## config.mk

```make
export PLATFORM = sky130hd
export DESIGN_NAME = acq_trig_ctrl
export DESIGN_NICKNAME = d
export VERILOG_FILES = /design/src/rtl/acq_trig_pkg.sv /design/src/rtl/trig_sync.sv /design/src/rtl/acq_sequencer.sv /design/src/rtl/rx_fifo.sv /design/src/rtl/acq_trig_ctrl.sv
export SDC_FILE = /design/constraint.sdc
export NUM_CORES = 1
export LEC_CHECK = 0
export BUFFER_PORTS_ARGS = -buffer_cell sky130_fd_sc_hd__buf_2
export CORE_ASPECT_RATIO = 1.2
export CORE_MARGIN = 2
export CORE_UTILIZATION = 25
export DETAILED_ROUTE_END_ITERATION = 10
export GPL_ROUTABILITY_DRIVEN = 0
export REMOVE_ABC_BUFFERS = 1
export SLEW_MARGIN = 20
export SYNTH_ARGS = -nofsm -noshare
export SYNTH_HDL_FRONTEND = slang
export SYNTH_SLANG_ARGS = --single-unit
```

## constraint.sdc

```tcl
create_clock -name clk -period 4 [get_ports clk]
set_clock_uncertainty 0.05 [all_clocks]
set_input_delay 0.2 -clock clk [delete_from_list [all_inputs] [get_ports clk]]
set_output_delay 0.2 -clock clk [all_outputs]
set_load 0.02 [all_outputs]
```

## src/rtl/acq_trig_pkg.sv

```systemverilog
package acq_trig_pkg;

  typedef enum logic [1:0] {
    ST_IDLE = 2'd0,
    ST_WAIT = 2'd1,
    ST_RUN  = 2'd2,
    ST_DONE = 2'd3
  } acq_state_e;

  typedef struct packed {
    logic trig;
    logic single;
    logic window;
  } mode_kind_t;

  // Codes above 4 fall back to free-running continuous.
  function automatic mode_kind_t decode_mode(input logic [2:0] m);
    mode_kind_t k;
    k = '0;
    case (m)
      3'd1: k.single = 1'b1;
      3'd2: k.trig = 1'b1;
      3'd3: begin k.trig = 1'b1; k.single = 1'b1; end
      3'd4: k.window = 1'b1;
      default: k = '0;
    endcase
    return k;
  endfunction

  function automatic logic thr_hit(input int unsigned level, input logic half,
                                   input int unsigned depth);
    if (half) return level >= depth / 2;
    return level != 0;
  endfunction

endpackage

```

## src/rtl/trig_sync.sv

```systemverilog
module trig_sync (
  input  logic clk,
  input  logic rst_n,
  input  logic din,
  input  logic fall_sel,
  output logic lvl,
  output logic hit
);
  logic s1, s2, s3;

  always_ff @(posedge clk or negedge rst_n) begin
    if (!rst_n) begin
      s1 <= 1'b0;
      s2 <= 1'b0;
      s3 <= 1'b0;
    end else begin
      s1 <= din;
      s2 <= s1;
      s3 <= s2;
    end
  end

  assign lvl = s2;
  assign hit = fall_sel ? (s3 & ~s2) : (~s3 & s2);
endmodule

```

## src/rtl/acq_sequencer.sv

```systemverilog
module acq_sequencer
  import acq_trig_pkg::*;
#(
  parameter int DISC_W = 8
) (
  input  logic              clk,
  input  logic              rst_n,
  input  logic              en,
  input  logic [2:0]        mode,
  input  logic [DISC_W-1:0] discard,
  input  logic              trig_edge,
  input  logic              trig_lvl,
  input  logic              smp_valid,
  input  logic              fifo_full,
  output logic              wr,
  output logic              run,
  output logic              active
);
  acq_state_e        st;
  logic [DISC_W-1:0] disc_left;
  mode_kind_t        kind;
  logic              gate_ok;
  logic              disc_step;

  assign kind      = decode_mode(mode);
  assign gate_ok   = kind.window ? trig_lvl : 1'b1;
  assign disc_step = en && (st == ST_RUN) && smp_valid && gate_ok && (disc_left != '0);
  assign wr        = en && (st == ST_RUN) && smp_valid && gate_ok && (disc_left == '0)
                     && !fifo_full;

  always_ff @(posedge clk or negedge rst_n) begin
    if (!rst_n) begin
      st        <= ST_IDLE;
      disc_left <= '0;
    end else if (!en) begin
      st        <= ST_IDLE;
      disc_left <= '0;
    end else begin
      case (st)
        ST_IDLE: begin
          if (kind.trig) begin
            st <= ST_WAIT;
          end else begin
            st        <= ST_RUN;
            disc_left <= discard;
          end
        end
        ST_WAIT: begin
          if (trig_edge) begin
            st        <= ST_RUN;
            disc_left <= discard;
          end
        end
        ST_RUN: begin
          if (disc_step) disc_left <= disc_left - 1'b1;
          if (wr && kind.single) st <= kind.trig ? ST_WAIT : ST_DONE;
        end
        default: st <= ST_DONE;
      endcase
    end
  end

  assign run    = (st == ST_RUN);
  assign active = (st == ST_RUN) || (st == ST_WAIT);

  a_r3_disable_stops: assert property (@(posedge clk) disable iff (!rst_n)
    !en |=> (!run && !active));

  a_r4_wait_holds: assert property (@(posedge clk) disable iff (!rst_n)
    (active && !run && en && !trig_edge) |=> !run);

  a_r8_single_ends: assert property (@(posedge clk) disable iff (!rst_n)
    (wr && kind.single) |=> !run);

  a_r9_run_edge_ignored: assert property (@(posedge clk) disable iff (!rst_n)
    (run && en && trig_edge && !disc_step && !wr && (disc_left != '0)) |=> $stable(disc_left));
endmodule

```

## src/rtl/rx_fifo.sv

```systemverilog
module rx_fifo
  import acq_trig_pkg::*;
#(
  parameter int DATA_W = 16,
  parameter int DEPTH  = 8,
  localparam int PTR_W = $clog2(DEPTH),
  localparam int LVL_W = $clog2(DEPTH + 1)
) (
  input  logic              clk,
  input  logic              rst_n,
  input  logic              wr,
  input  logic [DATA_W-1:0] wdata,
  input  logic              rd,
  input  logic              half_sel,
  output logic [DATA_W-1:0] rdata,
  output logic [LVL_W-1:0]  level,
  output logic              full,
  output logic              thr
);
  logic [DATA_W-1:0] mem [DEPTH];
  logic [PTR_W-1:0]  wp, rp;
  logic              pop;

  assign full = (level == LVL_W'(DEPTH));
  assign pop  = rd && (level != '0);

  always_ff @(posedge clk or negedge rst_n) begin
    if (!rst_n) begin
      wp    <= '0;
      rp    <= '0;
      level <= '0;
    end else begin
      if (wr) wp <= (wp == PTR_W'(DEPTH - 1)) ? '0 : wp + 1'b1;
      if (pop) rp <= (rp == PTR_W'(DEPTH - 1)) ? '0 : rp + 1'b1;
      case ({wr, pop})
        2'b10: level <= level + 1'b1;
        2'b01: level <= level - 1'b1;
        default: level <= level;
      endcase
    end
  end

  always_ff @(posedge clk) begin
    if (wr) mem[wp] <= wdata;
  end

  assign rdata = mem[rp];
  assign thr   = thr_hit(int'(level), half_sel, DEPTH);

  a_r12_level_bound: assert property (@(posedge clk) disable iff (!rst_n)
    level <= LVL_W'(DEPTH));

  a_r12_empty_read: assert property (@(posedge clk) disable iff (!rst_n)
    (level == '0 && !wr) |=> (level == '0));
endmodule

```

## src/rtl/acq_trig_ctrl.sv

```systemverilog
module acq_trig_ctrl
  import acq_trig_pkg::*;
#(
  parameter int DATA_W = 16,
  parameter int DEPTH  = 8,
  parameter int DISC_W = 8,
  localparam int LVL_W = $clog2(DEPTH + 1),
  localparam int NTRIG = 2
) (
  input  logic              clk,
  input  logic              rst_n,
  input  logic              cfg_en,
  input  logic [2:0]        cfg_mode,
  input  logic [1:0]        cfg_src,
  input  logic              cfg_falling,
  input  logic [DISC_W-1:0] cfg_discard,
  input  logic              cfg_half_thr,
  input  logic              cfg_dma_en,
  input  logic              trig_tmr,
  input  logic              trig_ext,
  input  logic              smp_valid,
  input  logic [DATA_W-1:0] smp_data,
  input  logic              rd_en,
  output logic [DATA_W-1:0] rd_data,
  output logic [LVL_W-1:0]  fifo_level,
  output logic              thr_evt,
  output logic              dma_req,
  output logic              run_flag,
  output logic              active_flag
);
  logic [NTRIG-1:0] tin, fsel, tlvl, thit;
  logic             sel_lvl, sel_edge;
  logic             fifo_wr, fifo_full;

  // index 0: timer line, forced falling; index 1: external line, polarity selectable
  assign tin  = {trig_ext, trig_tmr};
  assign fsel = {cfg_falling, 1'b1};

  for (genvar i = 0; i < NTRIG; i++) begin : g_trig
    trig_sync u_sync (
      .clk      (clk),
      .rst_n    (rst_n),
      .din      (tin[i]),
      .fall_sel (fsel[i]),
      .lvl      (tlvl[i]),
      .hit      (thit[i])
    );
  end

  always_comb begin
    case (cfg_src)
      2'd0: begin sel_lvl = tlvl[0]; sel_edge = thit[0]; end
      2'd2: begin sel_lvl = tlvl[1]; sel_edge = thit[1]; end
      default: begin sel_lvl = 1'b0; sel_edge = 1'b0; end
    endcase
  end

  acq_sequencer #(.DISC_W(DISC_W)) u_seq (
    .clk       (clk),
    .rst_n     (rst_n),
    .en        (cfg_en),
    .mode      (cfg_mode),
    .discard   (cfg_discard),
    .trig_edge (sel_edge),
    .trig_lvl  (sel_lvl),
    .smp_valid (smp_valid),
    .fifo_full (fifo_full),
    .wr        (fifo_wr),
    .run       (run_flag),
    .active    (active_flag)
  );

  rx_fifo #(.DATA_W(DATA_W), .DEPTH(DEPTH)) u_fifo (
    .clk      (clk),
    .rst_n    (rst_n),
    .wr       (fifo_wr),
    .wdata    (smp_data),
    .rd       (rd_en),
    .half_sel (cfg_half_thr),
    .rdata    (rd_data),
    .level    (fifo_level),
    .full     (fifo_full),
    .thr      (thr_evt)
  );

  assign dma_req = thr_evt & cfg_dma_en;

  a_r3_write_needs_run: assert property (@(posedge clk) disable iff (!rst_n)
    fifo_wr |-> (run_flag && cfg_en));

  a_r11_dma_off: assert property (@(posedge clk) disable iff (!rst_n)
    (!cfg_dma_en || fifo_level == '0) |-> !dma_req);
endmodule

```

After elaboration in Yosys (flattened, before gate mapping)
Memories as Yosys holds them, arrays and structs flattened.
Index checks and enable logic that the tools add are counted.
Storage, ports and cells
  flip-flop bits (word level): 26
  latch bits: 0
  RAM bits: 128
  ROM bits: 0
  input port bits: 39
  output and inout bits: 24
  logic and storage cells: 88
  memories: 1
Operators by class
  add/subtract/negate cells: 5
  multiply operators: 0
  div/mod/pow operators: 0
  magnitude comparators: 1
  eq/ne operators: 17
  shift-type cells: 0
  muxes and demuxes: 26
  bitwise logic cells: 7
  reductions and logical operators: 20
Memory list
  u_fifo.mem: words 8, width 16, rd ports 1, clocked after memory_dff 0, write ports 1, line rx_fifo.sv:20  | logic [DATA_W-1:0] mem [DEPTH];
Operators by type and width (number)
  $mux 8: 4
  $pmux 8 s3: 1
  $mux 1: 10
  $mux 2: 5
  $eq 3x3->1 const B: 3
  $logic_and 1x1->1: 8
  $logic_not 8->1: 1
  $pmux 4 s2: 1
  $reduce_bool 8->1: 1
  $sub 8x1->8 const B: 1
  $add 3x1->3 const B: 2
  $eq 2x2->1 const B: 3
  $eq 3x2->1 const B: 2
  $mux 3: 2
  $ne 3x2->1 const B: 2
  $ne 3x3->1 const B: 2
  $pmux 2 s3: 1
  $add 4x1->4 const B: 1
  $and 1x1->1: 4
  $eq 2x1->1 const B: 2
  $eq 4x4->1 const B: 1
  $ge 4x3->1 const B: 1
  $logic_not 2->1: 2
  $ne 4x1->1 const B: 1
  11 further kinds: 15

Depth between registers and ports, before layout
Gate-level depths: netlist (run 1).
  depth in word-level cells: 10
  depth in mapped cells: 13
  depth with buffers taken out: 11

Hierarchy
Synthesis (run 1) repeated with hierarchy kept, for this count alone.
Unflattened totals
  cells, all modules: 373
  area total of the unflattened synthesis: 6660.1 sq um
By module, submodules not included
  rx_fifo: times used 1, cells an instance 250, area an instance 5531.6 sq um
  acq_sequencer: times used 1, cells an instance 105, area an instance 895.9 sq um
  trig_sync: times used 2, cells an instance 6, area an instance 97.6 sq um
  acq_trig_ctrl: times used 1, cells an instance 6, area an instance 37.5 sq um

Least setup slack after synthesis (run 1)
Ideal clock, no wire load.
  path type: register -> register
  from: register u_seq.st[0]
  to: memory u_fifo.mem[4][0] (enable)
  arrival: 3.216 ns
  required time: 3.537 ns
  setup slack: 0.321 ns
  cell stages (with the launch flop): 9
  buffers on the path: 2
  cells stage by stage: dfrtp_1 > inv_1 > ha_1 > clkbuf_1 > nand2_1 > or4b_1 > buf_2 > nand2b_4 > nor3b_1
Between the ends
  word-level cells in the longest chain between the ends: 8
RTL lines
  start, declared: line acq_sequencer.sv:19  | acq_state_e st;
  start signal, assigned: line acq_sequencer.sv:56  | if (wr && kind.single) st <= kind.trig ? ST_WAIT : ST_DONE;
  $eq 2x2->1
  named net run_flag: line acq_trig_ctrl.sv:28  | output logic run_flag,
  $logic_and 1x1->1 (4 in series): line acq_sequencer.sv:28  | assign wr = en && (st == ST_RUN) && smp_valid && gate_ok && (disc_left == '0)
  $logic_and 1x1->1: line acq_sequencer.sv:29  | && !fifo_full;
  $mux 1: line rx_fifo.sv:44  | if (wr) mem[wp] <= wdata;
  $mux 1 (implied by the code): line rx_fifo.sv:44
  end, declared: line rx_fifo.sv:20
The timed path passes the listed nets, and every way through them passes these cells.

Final worst setup path (run 1)
  from: register u_seq.disc_left[3]
  to: register u_fifo.level[2]
Between the ends
  word-level cells in the longest chain between the ends: 5
  elaborated cells between the ends (all ways): 7
  those cells by class: 2 x eq/ne; 1 x mux; 4 x reduce/logical
RTL lines
  start, declared: line acq_sequencer.sv:20  | logic [DISC_W-1:0] disc_left;
  start signal, assigned: line acq_sequencer.sv:45  | disc_left <= discard;
  start signal, assigned: line acq_sequencer.sv:51  | disc_left <= discard;
  start signal, assigned: line acq_sequencer.sv:55  | if (disc_step) disc_left <= disc_left - 1'b1;
  $logic_not 8->1 (*): line acq_sequencer.sv:28
  $logic_and 1x1->1 (*): line acq_sequencer.sv:28
  $logic_and 1x1->1 (*): line acq_sequencer.sv:29
  $eq 2x1->1 or $eq 2x2->1 (tied branches): line rx_fifo.sv:35  | case ({wr, pop})
  $pmux 4 s2 or $reduce_bool 2->1 (tied branches)
  end signal, assigned: line rx_fifo.sv:36  | 2'b10: level <= level + 1'b1;
  end signal, assigned: line rx_fifo.sv:37  | 2'b01: level <= level - 1'b1;
  end signal, assigned: line rx_fifo.sv:38  | default: level <= level;
  end, declared: line rx_fifo.sv:16  | output logic [LVL_W-1:0] level,
Mark *: on every way between the ends. The rest lies on a longest branch, timed or not.
A chain may end at the register's enable or synchronous reset.

==> flow_metrics.env, run 1 <==
export IMPL_netlist_area_sq_um=6480
export IMPL_cts_setup_buffers=0
export IMPL_first_pass_iters=4
export IMPL_setup_tns_ns=0
export IMPL_final_max_slew_viol_count=0
export IMPL_ys_warn_count=0
export IMPL_path_class="flop to flop"
export IMPL_cp_end_kind="flop"
export IMPL_rsz0062_at_grt="false"
export IMPL_grt_usage_pct=10.4
export IMPL_synth_edf_count=128
export IMPL_grt_pass1_wl_um=21200
export IMPL_synth_top_area_share_pct=59.4
export IMPL_clk_pin_slew_ns=0.07
export IMPL_holdCritPathClass="input pin to flop"
export IMPL_fin_nets=508
export IMPL_yosysSeqAreaShare_pct=69.4
export IMPL_io_pins=63
export IMPL_synth_largest_area_cell="edfxtp_1"
export IMPL_avgSynthCellArea_sq_um=17.8
export IMPL_timing_final_crit_period_ns=2.98
export IMPL_status="completed"
export IMPL_required_ns=4.24
export IMPL_die_area_sq_um=27200
export IMPL_wl_um=13500
export IMPL_syn_inst=363
export IMPL_antenna_found_initial=2
export IMPL_cp_max_fo=8
export IMPL_routedWlPerCell_um=16.8
export IMPL_worstRegToRegCells=10
export IMPL_seq_area_sq_um=4500
export IMPL_rr_startpoint="u_seq.disc_left[3]$_DFFE_PN0P_"
export IMPL_drc=0
export IMPL_grt_overflow_total=0
export IMPL_layout_drive_gt1_share_pct=37.3
export IMPL_p_leak_nw=2.81
export IMPL_cts_repair_resized=0
export IMPL_power_density_nw_per_um2=650
export IMPL_final_setup_viol_count=0
export IMPL_numPortBuffers=62
export IMPL_first_global_vias=3911
export IMPL_htreeDepth=4
export IMPL_vias=3642
export IMPL_cp_arrival_ns=3.22
export IMPL_tightest_slew_ns=1.01
export IMPL_multi_input_area_sq_um=1900
export IMPL_endpoint="u_fifo.level[2]$_DFFE_PN0P_"
export IMPL_avgViaCountPerCell=4.55
export IMPL_die_x_um=151
export IMPL_synthFlopType="edfxtp_1"
export IMPL_cts_sinks=154
export IMPL_r2r_end="u_fifo.level[2]$_DFFE_PN0P_"
export IMPL_ir_drop_uv=356
export IMPL_cp_start_kind="flop"
export IMPL_postRouteAntennaNets=0
export IMPL_core_area_sq_um=25500
export IMPL_synthDistinctLibCells=56
export IMPL_ys_seq_elements=154
export IMPL_start_util_pct=25.4
export IMPL_dp_cells=758
export IMPL_yosys_top_cells_area="edfxtp_1 (59%), mux4_2 (11%), dfrtp_1 (10%)"
export IMPL_grt_max_degree=35
export IMPL_synthArstFlopShare_pct=16.9
export IMPL_whs_ns=0.0162
export IMPL_core_rowCount=64
export IMPL_drtIter0Drc=203
export IMPL_fin_crit_sh_pct=74.5
export IMPL_die_y_um=180
export IMPL_clock_path_buffers=2
export IMPL_hpwl_um=9070
export IMPL_rrSetupSlack_ns=1.02
export IMPL_fillers=2461
export IMPL_power_total_mw=5.19
export IMPL_root_buffer="clkbuf_16"
export IMPL_fmax_mhz=336
export IMPL_clock_latency_ns=0.42
export IMPL_cts_buffers=17
export IMPL_cp_startpoint="u_seq.disc_left[3]$_DFFE_PN0P_"
export IMPL_stdcell_count=801
export IMPL_cts_tree="done"
export IMPL_drv_cap=0
export IMPL_holdPathStages=1
export IMPL_maxSlewHeadroom_pct=32.7
export IMPL_areaGrowthSynthToFinish_pct=23.4
export IMPL_finalHoldViolCount=0
==> cell families after synthesis <==
family	synth area share, %
AOI/OAI and AO/OA	4.42
DFF	69.4
adders and majority gates	2.51
muxes	14.7
and+or+nand+nor	6.61
buffers and inverters	1.53
xor gates and xnor gates	0.811
==> layout make-up <==
class	count	share of cell area, %
flip-flops and latches	154	56.3
multi-input cells	184	23.8
repair buffers	89	6.70
clock buffers	17	5.32
well taps	330	5.17
clock inverters	15	2.19
inverters	10	0.470
diodes	2	0.0626
==> worst max-delay path, stage by stage, from the launching register on <==
cell	delay, ns
dfrtp_1	0.45
nor3_4	0.32
nand4b_2	0.18
or4b_1	0.65
ha_1	0.33
xor2_1	0.17
ha_1	0.19
a21oi_1	0.14
xor2_1	0.17
nor2_1	0.06
xor2_1	0.13
==> cell usage in the layout (no fill, tap or decap), types with 3 or more instances in the layout <==
master	instances
edfxtp_1	128
buf_2	62
mux4_2	32
dfrtp_1	24
nand2_1	19
buf_4	18
mux2_2	17
clkbuf_16	17
ha_1	13
inv_1	10
nor2_1	9
a21oi_1	9
dlygate4sd3_1	9
o21ai_0	6
o21ai_1	5
inv_8	5
nand2b_1	4
xor2_1	4
nor3b_2	4
nor3_1	4
o2111ai_1	4
inv_6	4
mux2i_1	3
nand3b_1	3
nand4_1	3
o211ai_1	3
==> power breakdown <==
group / switching, mW / internal [mW] / total [mW]
Combinational: 0.765 / 0.732 / 1.50
Sequential: 0.260 / 1.83 / 2.09
Clock: 0.705 / 0.895 / 1.60
==> state kept, by name, indices dropped and copies added, names as in the netlist <==
register           count
g_trig.u_sync.lvl      2
g_trig.u_sync.s1       2
g_trig.u_sync.s3       2
u_fifo.level           4
u_fifo.mem           128
u_fifo.rp              3
u_fifo.wp              3
u_seq.disc_left        8
u_seq.st               2
==> layer usage <==
metal | track usage [%] | up-vias | share of wire, %
met3 | 3.34 | 12 | 6.0
met2 | 17.7 | 119 | 53
met5 | 0 | - | 0
li1 | - | 1647 | -
met1 | 12.6 | 1864 | 40
met4 | 2.62 | 0 | 0.78
==> worst min path at each step <==
stage,end,startpoint
floorplan,g_trig[0].u_sync.lvl$_DFF_PN0_,rst_n
global placement,u_seq.disc_left[7]$_DFFE_PN0P_,rst_n
detailed placement,u_seq.disc_left[3]$_DFFE_PN0P_,rst_n
CTS,u_fifo.mem[3][7]$_DFFE_PP_,smp_data[7]
global route,u_fifo.mem[7][9]$_DFFE_PP_,smp_data[9]
finish,u_fifo.mem[7][9]$_DFFE_PP_,smp_data[9]
==> repair_timing <==
action,CTS,global route
hold buffers,9,0
setup endpoints to repair,0,0
hold endpoints to repair,76,0
==> Yosys cell counts (2+ instances only) <==
cell	instances
edfxtp_1	128
mux4_2	32
dfrtp_1	26
nand2_1	19
mux2_2	17
ha_1	13
clkbuf_1	10
inv_1	10
a21oi_1	9
nor2_1	9
nor3_1	6
o21ai_0	6
o21ai_1	5
buf_2	4
nand2b_1	4
nor3b_1	4
o2111ai_1	4
xor2_1	4
mux2i_1	3
nand3b_1	3
nand4_1	3
o211ai_1	3
a211oi_1	2
nor3b_2	2
o2bb2ai_1	2
o41ai_1	2
or3_1	2
or4b_1	2
xnor2_1	2
==> stage by stage <==
stage	utilization, %	area, sq um	setup slack, ns
6_report	31.4	7990	1.02
5_1_grt	31.4	7990	0.893
4_1_cts	31.4	7990	1.02
3_5_place_dp	28.7	7300	1.04
3_3_place_gp	28.7	7300	1.10
2_1_floorplan	-	6410	0.178
Power figures use the tool's default switching activity.
==> run 2, diff against run 1 <==
clock period = 2.8 ns   (was 4 ns; I/O delays follow)
==> run 2 against run 1 <==
  * First-iteration DRC count fell by 6.9%
  * Non-clock buffer count rose by 29
  * Combinational power rose by 59%
  * Via count rose by 3.5%
  * Total power rose by 41%
  * Register-to-register slack got worse by 0.87 ns
  * Cell count rose by 3.5%
==> flow_metrics.env, run 2 (synthesized netlist as in run 1, its figures left out) <==
export IMPL_worstRegToRegCells=11
export IMPL_areaGrowthSynthToFinish_pct=27.6
export IMPL_first_pass_iters=4
export IMPL_numPortBuffers=62
export IMPL_cp_max_fo=6
export IMPL_required_ns=3.04
export IMPL_io_pins=63
export IMPL_largest_reg_flops=128
export IMPL_avgViaCountPerCell=4.55
export IMPL_tightest_slew_ns=0.679
export IMPL_grt_max_degree=27
export IMPL_clock_path_buffers=2
export IMPL_final_cell_mix="edfxtp_1 (128), buf_2 (62), mux4_2 (32)"
export IMPL_hp_start="cfg_discard[3]"
export IMPL_fmax_mhz=378
export IMPL_clock_power_share_pct=29.0
export IMPL_power_density_nw_per_um2=889
export IMPL_setup_tns_ns=0
export IMPL_holdPathStages=4
export IMPL_core_rowCount=64
export IMPL_path_class="flop to flop"
export IMPL_fin_crit_sh_pct=94.5
export IMPL_cts_tree="done"
export IMPL_die_area_sq_um=27200
export IMPL_drv_cap=0
export IMPL_seqPwrFrac_pct=38.5
export IMPL_grt_overflow_total=0
export IMPL_fillers=2483
export IMPL_final_setup_viol_count=0
export IMPL_core_area_sq_um=25500
export IMPL_fin_nets=537
export IMPL_cp_start_kind="flop"
export IMPL_die_y_um=180
export IMPL_postRouteAntennaNets=0
export IMPL_rrSetupSlack_ns=0.15
export IMPL_layout_drive_gt1_share_pct=38.4
export IMPL_routedWlPerCell_um=16.3
export IMPL_die_x_um=151
export IMPL_p_comb_share_pct=32.5
export IMPL_cp_arrival_ns=2.89
export IMPL_grt_pass1_wl_um=21500
export IMPL_cp_end_kind="flop"
export IMPL_post_route_util_pct=32.4
export IMPL_ir_drop_uv=453
export IMPL_p_leak_nw=2.93
export IMPL_drc=0
export IMPL_cts_buffers=17
export IMPL_switching_power_mw=2.44
export IMPL_holdCritPathClass="input pin to flop"
export IMPL_start_util_pct=25.4
export IMPL_root_buffer="clkbuf_16"
export IMPL_htreeDepth=4
export IMPL_multi_input_area_sq_um=1910
export IMPL_clock_latency_ns=0.42
export IMPL_first_global_vias=3991
export IMPL_timing_final_crit_period_ns=2.65
export IMPL_final_max_slew_viol_count=0
export IMPL_clk_pin_slew_ns=0.07
export IMPL_vias=3771
export IMPL_wl_um=13500
export IMPL_rr_startpoint="u_seq.disc_left[0]$_DFFE_PN0P_"
export IMPL_top_register="u_fifo.mem"
export IMPL_cts_sinks=154
export IMPL_reg_top3="u_fifo.mem: 128 flops, u_seq.disc_left: 8 flops, u_fifo.level: 4 flops"
export IMPL_finalHoldViolCount=0
export IMPL_grt_usage_pct=10.4
export IMPL_switching_share_pct=33.3
export IMPL_drtIter0Drc=189
export IMPL_hpwl_um=9030
export IMPL_seq_area_sq_um=4500
export IMPL_p_int_mw=4.90
export IMPL_r2r_end="u_fifo.level[2]$_DFFE_PN0P_"
export IMPL_final_common_cell="edfxtp_1"
export IMPL_antenna_found_initial=1
export IMPL_maxSlewHeadroom_pct=54.1
export IMPL_status="completed"
export IMPL_min_to="u_seq.disc_left[3]$_DFFE_PN0P_"
-- run 2: cell count changes in the layout (fill, tap and decap cells not counted), moves of 3 or more --
cell           previous run  this run
dlygate4sd3_1             9        26
buf_4                    18        26
inv_6                     4         9
buf_12                    0         4
inv_8                     5         2
-- run 2: layout make-up --
cell class	count	share of cell area, %
well taps	330	5.00
clock inverters	15	1.53
flip-flops and latches	154	54.5
multi-input cells	184	23.1
repair buffers	118	10.2
diodes	1	0.0303
clock buffers	17	5.15
inverters	10	0.454
-- run 2: how the worst max path moves through the flow --
stage	startpoint	endpoint	slack (ns)	cells after the start
after floorplan	u_seq.st[0]$_DFFE_PN0P_	u_fifo.mem[4][0]$_DFFE_PP_	-1.02	6
after global placement	u_seq.disc_left[3]$_DFFE_PN0P_	u_fifo.level[2]$_DFFE_PN0P_	0.10	10
after detailed placement	u_seq.disc_left[3]$_DFFE_PN0P_	u_fifo.level[2]$_DFFE_PN0P_	0.06	10
after CTS	u_seq.disc_left[3]$_DFFE_PN0P_	u_fifo.level[2]$_DFFE_PN0P_	0.04	10
after global routing	u_seq.disc_left[0]$_DFFE_PN0P_	u_fifo.level[2]$_DFFE_PN0P_	-0.002	11
final	u_seq.disc_left[0]$_DFFE_PN0P_	u_fifo.level[2]$_DFFE_PN0P_	0.15	11
-- run 2: power by group through the flow --
stage | Clock (mW) | Combinational, mW | Sequential, mW
after floorplan | 0 | 1.46 | 3.02
after CTS | 2.19 | 2.42 | 2.82
final | 2.13 | 2.38 | 2.83
after detailed placement | 0 | 2.38 | 2.87
after global placement | 0 | 2.34 | 2.86
after global routing | 2.29 | 2.62 | 2.85
-- run 2: repair_timing --
| item | in CTS | in global routing |
|---|---|---|
| buffers inserted | 0 | 2 |
| endpoints found under the hold margin | 163 | 0 |
| hold buffers | 26 | 0 |
| gates resized for setup | 0 | 6 |
| setup endpoints to repair | 0 | 14 |
-- run 2: layer usage --
| metal | vias to the layer above | track usage (%) | wire (um) |
|---|---|---|---|
| li1 | 1711 | - | - |
| met1 | 1930 | 13.1 | 5760 |
| met2 | 115 | 17.1 | 6870 |
| met3 | 15 | 3.04 | 691 |
| met4 | 0 | 3.51 | 192 |
| met5 | - | 0 | 0 |
-- run 2: per-stage QoR --
step	power (mW)	hold WS (ns)	instances	cell area, sq um	setup slack (ns)
after global routing	7.76	0.158	828	8260	-0.00169
after floorplan	4.48	-0.206	348	6410	-1.02
after global placement	5.20	0.121	768	7420	0.101
after CTS	7.43	0.0916	826	8230	0.0392
final	7.34	0.120	829	8260	0.153
after detailed placement	5.25	0.138	768	7420	0.0568
-- run 2: worst max-delay path: stages (launching register included) --
cell,delay [ns]
dfrtp_1,0.43
inv_1,0.10
ha_1,0.16
nand4b_2,0.15
or4b_4,0.54
ha_2,0.24
xor2_1,0.15
ha_1,0.19
a21oi_1,0.14
xor2_1,0.16
nor2_1,0.06
xor2_1,0.14
==> run 3, diff against run 2 <==
BUFFER_PORTS_ARGS = default   (was -buffer_cell sky130_fd_sc_hd__buf_2)
DONT_BUFFER_PORTS = 1   (was default)
==> run 3 against run 2 <==
  * Register-to-register slack about the same
  * Utilization fell by 0.83 points
  * Via count fell by 6.6%
  * Largest cell class unchanged
  * Largest power group unchanged
  * Highest routed layer unchanged
==> flow_metrics.env, run 3 (synthesized netlist as in run 1, its figures left out) <==
export IMPL_maxSlewHeadroom_pct=59.4
export IMPL_final_setup_viol_count=0
export IMPL_top_usage_layer="met2"
export IMPL_antenna_found_initial=1
export IMPL_core_rowCount=64
export IMPL_cts_buffers=17
export IMPL_numPortBuffers=0
export IMPL_setup_ws_ns=0.154
export IMPL_cp_top_family="simple AND/OR/NAND/NOR gates"
export IMPL_seqPwrFrac_pct=37.5
export IMPL_finalHoldViolCount=0
export IMPL_start_util_pct=25.4
export IMPL_clock_latency_ns=0.42
export IMPL_fillers=2475
export IMPL_clk_pin_slew_ns=0.07
export IMPL_status="completed"
export IMPL_grt_max_degree=27
export IMPL_io_pins=63
export IMPL_crit_path_cell_trace="inv_1, ha_1, nand4b_2, or4b_4, ha_2, xor2_1, ha_1, a21oi_1, xor2_1, nor2_1, xor2_1"
export IMPL_cts_setup_buffers=0
export IMPL_ir_drop_uv=531
export IMPL_power_density_nw_per_um2=918
export IMPL_grt_usage_pct=9.98
export IMPL_die_x_um=151
export IMPL_path_class="flop to flop"
export IMPL_final_max_slew_viol_count=0
export IMPL_crit_slowest_cell="or4b_4"
export IMPL_fin_crit_sh_pct=94.5
export IMPL_core_area_sq_um=25500
export IMPL_cp_num_buf_inv=1
export IMPL_post_route_util_pct=31.6
export IMPL_use_met1_pct=11.9
export IMPL_reg_top3="u_fifo.mem: 128 flops, u_seq.disc_left: 8 flops, u_fifo.level: 4 flops"
export IMPL_hpwl_um=8570
export IMPL_required_ns=3.05
export IMPL_largest_reg_flops=128
export IMPL_first_global_vias=3676
export IMPL_cp_arrival_ns=2.90
export IMPL_dp_slack_ns=-0.0807
export IMPL_p_leak_nw=2.74
export IMPL_drtIter0Drc=264
export IMPL_first_pass_iters=4
export IMPL_vias=3523
export IMPL_die_area_sq_um=27200
export IMPL_wl_um=12900
export IMPL_switching_power_mw=2.47
export IMPL_fin_nets=481
export IMPL_routedWlPerCell_um=16.7
export IMPL_clock_path_buffers=2
export IMPL_cts_sinks=154
export IMPL_fmax_mhz=378
export IMPL_drv_cap=0
export IMPL_cp_end_kind="flop"
export IMPL_root_buffer="clkbuf_16"
export IMPL_final_cell_mix="edfxtp_1 (128), mux4_2 (32), buf_4 (32)"
export IMPL_p_comb_share_pct=30.9
export IMPL_switching_share_pct=33.4
export IMPL_tightest_slew_ns=0.600
export IMPL_avgViaCountPerCell=4.56
export IMPL_postRouteAntennaNets=0
export IMPL_power_total_mw=7.39
export IMPL_cp_max_fo=5
export IMPL_holdCritPathClass="input pin to flop"
export IMPL_grt_util_met3_pct=3.14
export IMPL_cp_start_kind="flop"
export IMPL_areaGrowthSynthToFinish_pct=24.3
export IMPL_die_y_um=180
export IMPL_cts_tree="done"
export IMPL_crit_path_frequent_cell="xor2_1"
export IMPL_top_register="u_fifo.mem"
export IMPL_slowest_delay_ns=0.53
export IMPL_p_int_mw=4.92
export IMPL_grt_overflow_total=0
export IMPL_clock_power_share_pct=31.5
export IMPL_timing_final_crit_period_ns=2.65
export IMPL_final_common_cell="edfxtp_1"
export IMPL_drc=0
export IMPL_grt_use_met2_pct=17.0
export IMPL_multi_input_area_sq_um=1930
export IMPL_grt_pass1_wl_um=20400
export IMPL_layout_drive_gt1_share_pct=29.9
export IMPL_htreeDepth=4
export IMPL_seq_area_sq_um=4500
==> run 3: cell types whose count changed in the layout (fill, tap and decap cells not counted), sizes merged <==
cell / before / now
bufinv: 0 / 1
clkinv: 3 / 6
buf: 92 / 33
inv: 21 / 17
dlygate4sd3: 26 / 29
==> run 3: power by group through the flow <==
stage / registers (mW) / clock network, mW / logic, mW
floorplan: 3.02 / 0 / 1.46
global placement: 2.81 / 0 / 2.20
detailed placement: 2.82 / 0 / 2.23
CTS: 2.77 / 2.39 / 2.31
global route: 2.80 / 2.50 / 2.51
finish: 2.78 / 2.33 / 2.29
==> run 3: cell type report <==
| cell class | instances | share of cell area (%) |
|---|---|---|
| multi-input cells | 184 | 23.9 |
| diodes | 1 | 0.0311 |
| flip-flops and latches | 154 | 55.8 |
| clock inverters | 15 | 2.47 |
| clock buffers | 17 | 5.28 |
| well taps | 330 | 5.13 |
| repair buffers | 62 | 6.84 |
| inverters | 10 | 0.466 |
==> run 3: through the flow <==
step | instance area [sq um] | hold WS [ns] | setup TNS [ns] | instances
after global placement | 7090 | -0.205 | -0.0864 | 710
final | 8050 | 0.0254 | 0 | 773
after floorplan | 6410 | -0.206 | -96.55 | 348
after detailed placement | 7090 | -0.205 | -0.149 | 710
after CTS | 8030 | 0.00113 | 0 | 772
after global routing | 8050 | 0.0387 | -0.0907 | 772
==> run 3: path summary, 6_finish.rpt <==
kind / to / slack (ns) / startpoint / cells past startpoint
min in group asynchronous: u_seq.disc_left[3]$_DFFE_PN0P_ / 0.10 / rst_n / 2
min: u_seq.st[0]$_DFFE_PN0P_ / 0.03 / cfg_en / 3
max reg2reg: u_fifo.level[2]$_DFFE_PN0P_ / 0.15 / u_seq.disc_left[1]$_DFFE_PN0P_ / 11
max in group asynchronous: u_fifo.rp[0]$_DFFE_PN0P_ / 2.42 / rst_n / 2
min reg2reg: g_trig[0].u_sync.lvl$_DFF_PN0_ / 0.30 / g_trig[0].u_sync.s1$_DFF_PN0_ / 0
max: u_fifo.level[2]$_DFFE_PN0P_ / 0.15 / u_seq.disc_left[1]$_DFFE_PN0P_ / 11
==> run 3: tightest hold or removal path, delay by kind of cell <==
kind	cells	cell delay, ns
simple gates	2	0.24
compound gates	1	0.07
==> run 3: layer usage <==
metal  share of wire (%)  wire length, um  vias up
met2                  52             6740      112
met4                 1.3              167        0
met3                 6.2              804       19
met5                   0                0        -
met1                  40             5210     1796
li1                    -                -     1596
==> run 3: repair_timing <==
action	4_1_cts	5_1_grt
endpoints found under the hold margin	169	0
hold buffers	30	0
endpoints found under the setup margin	2	16
pin swaps	0	1
resized for setup	1	4
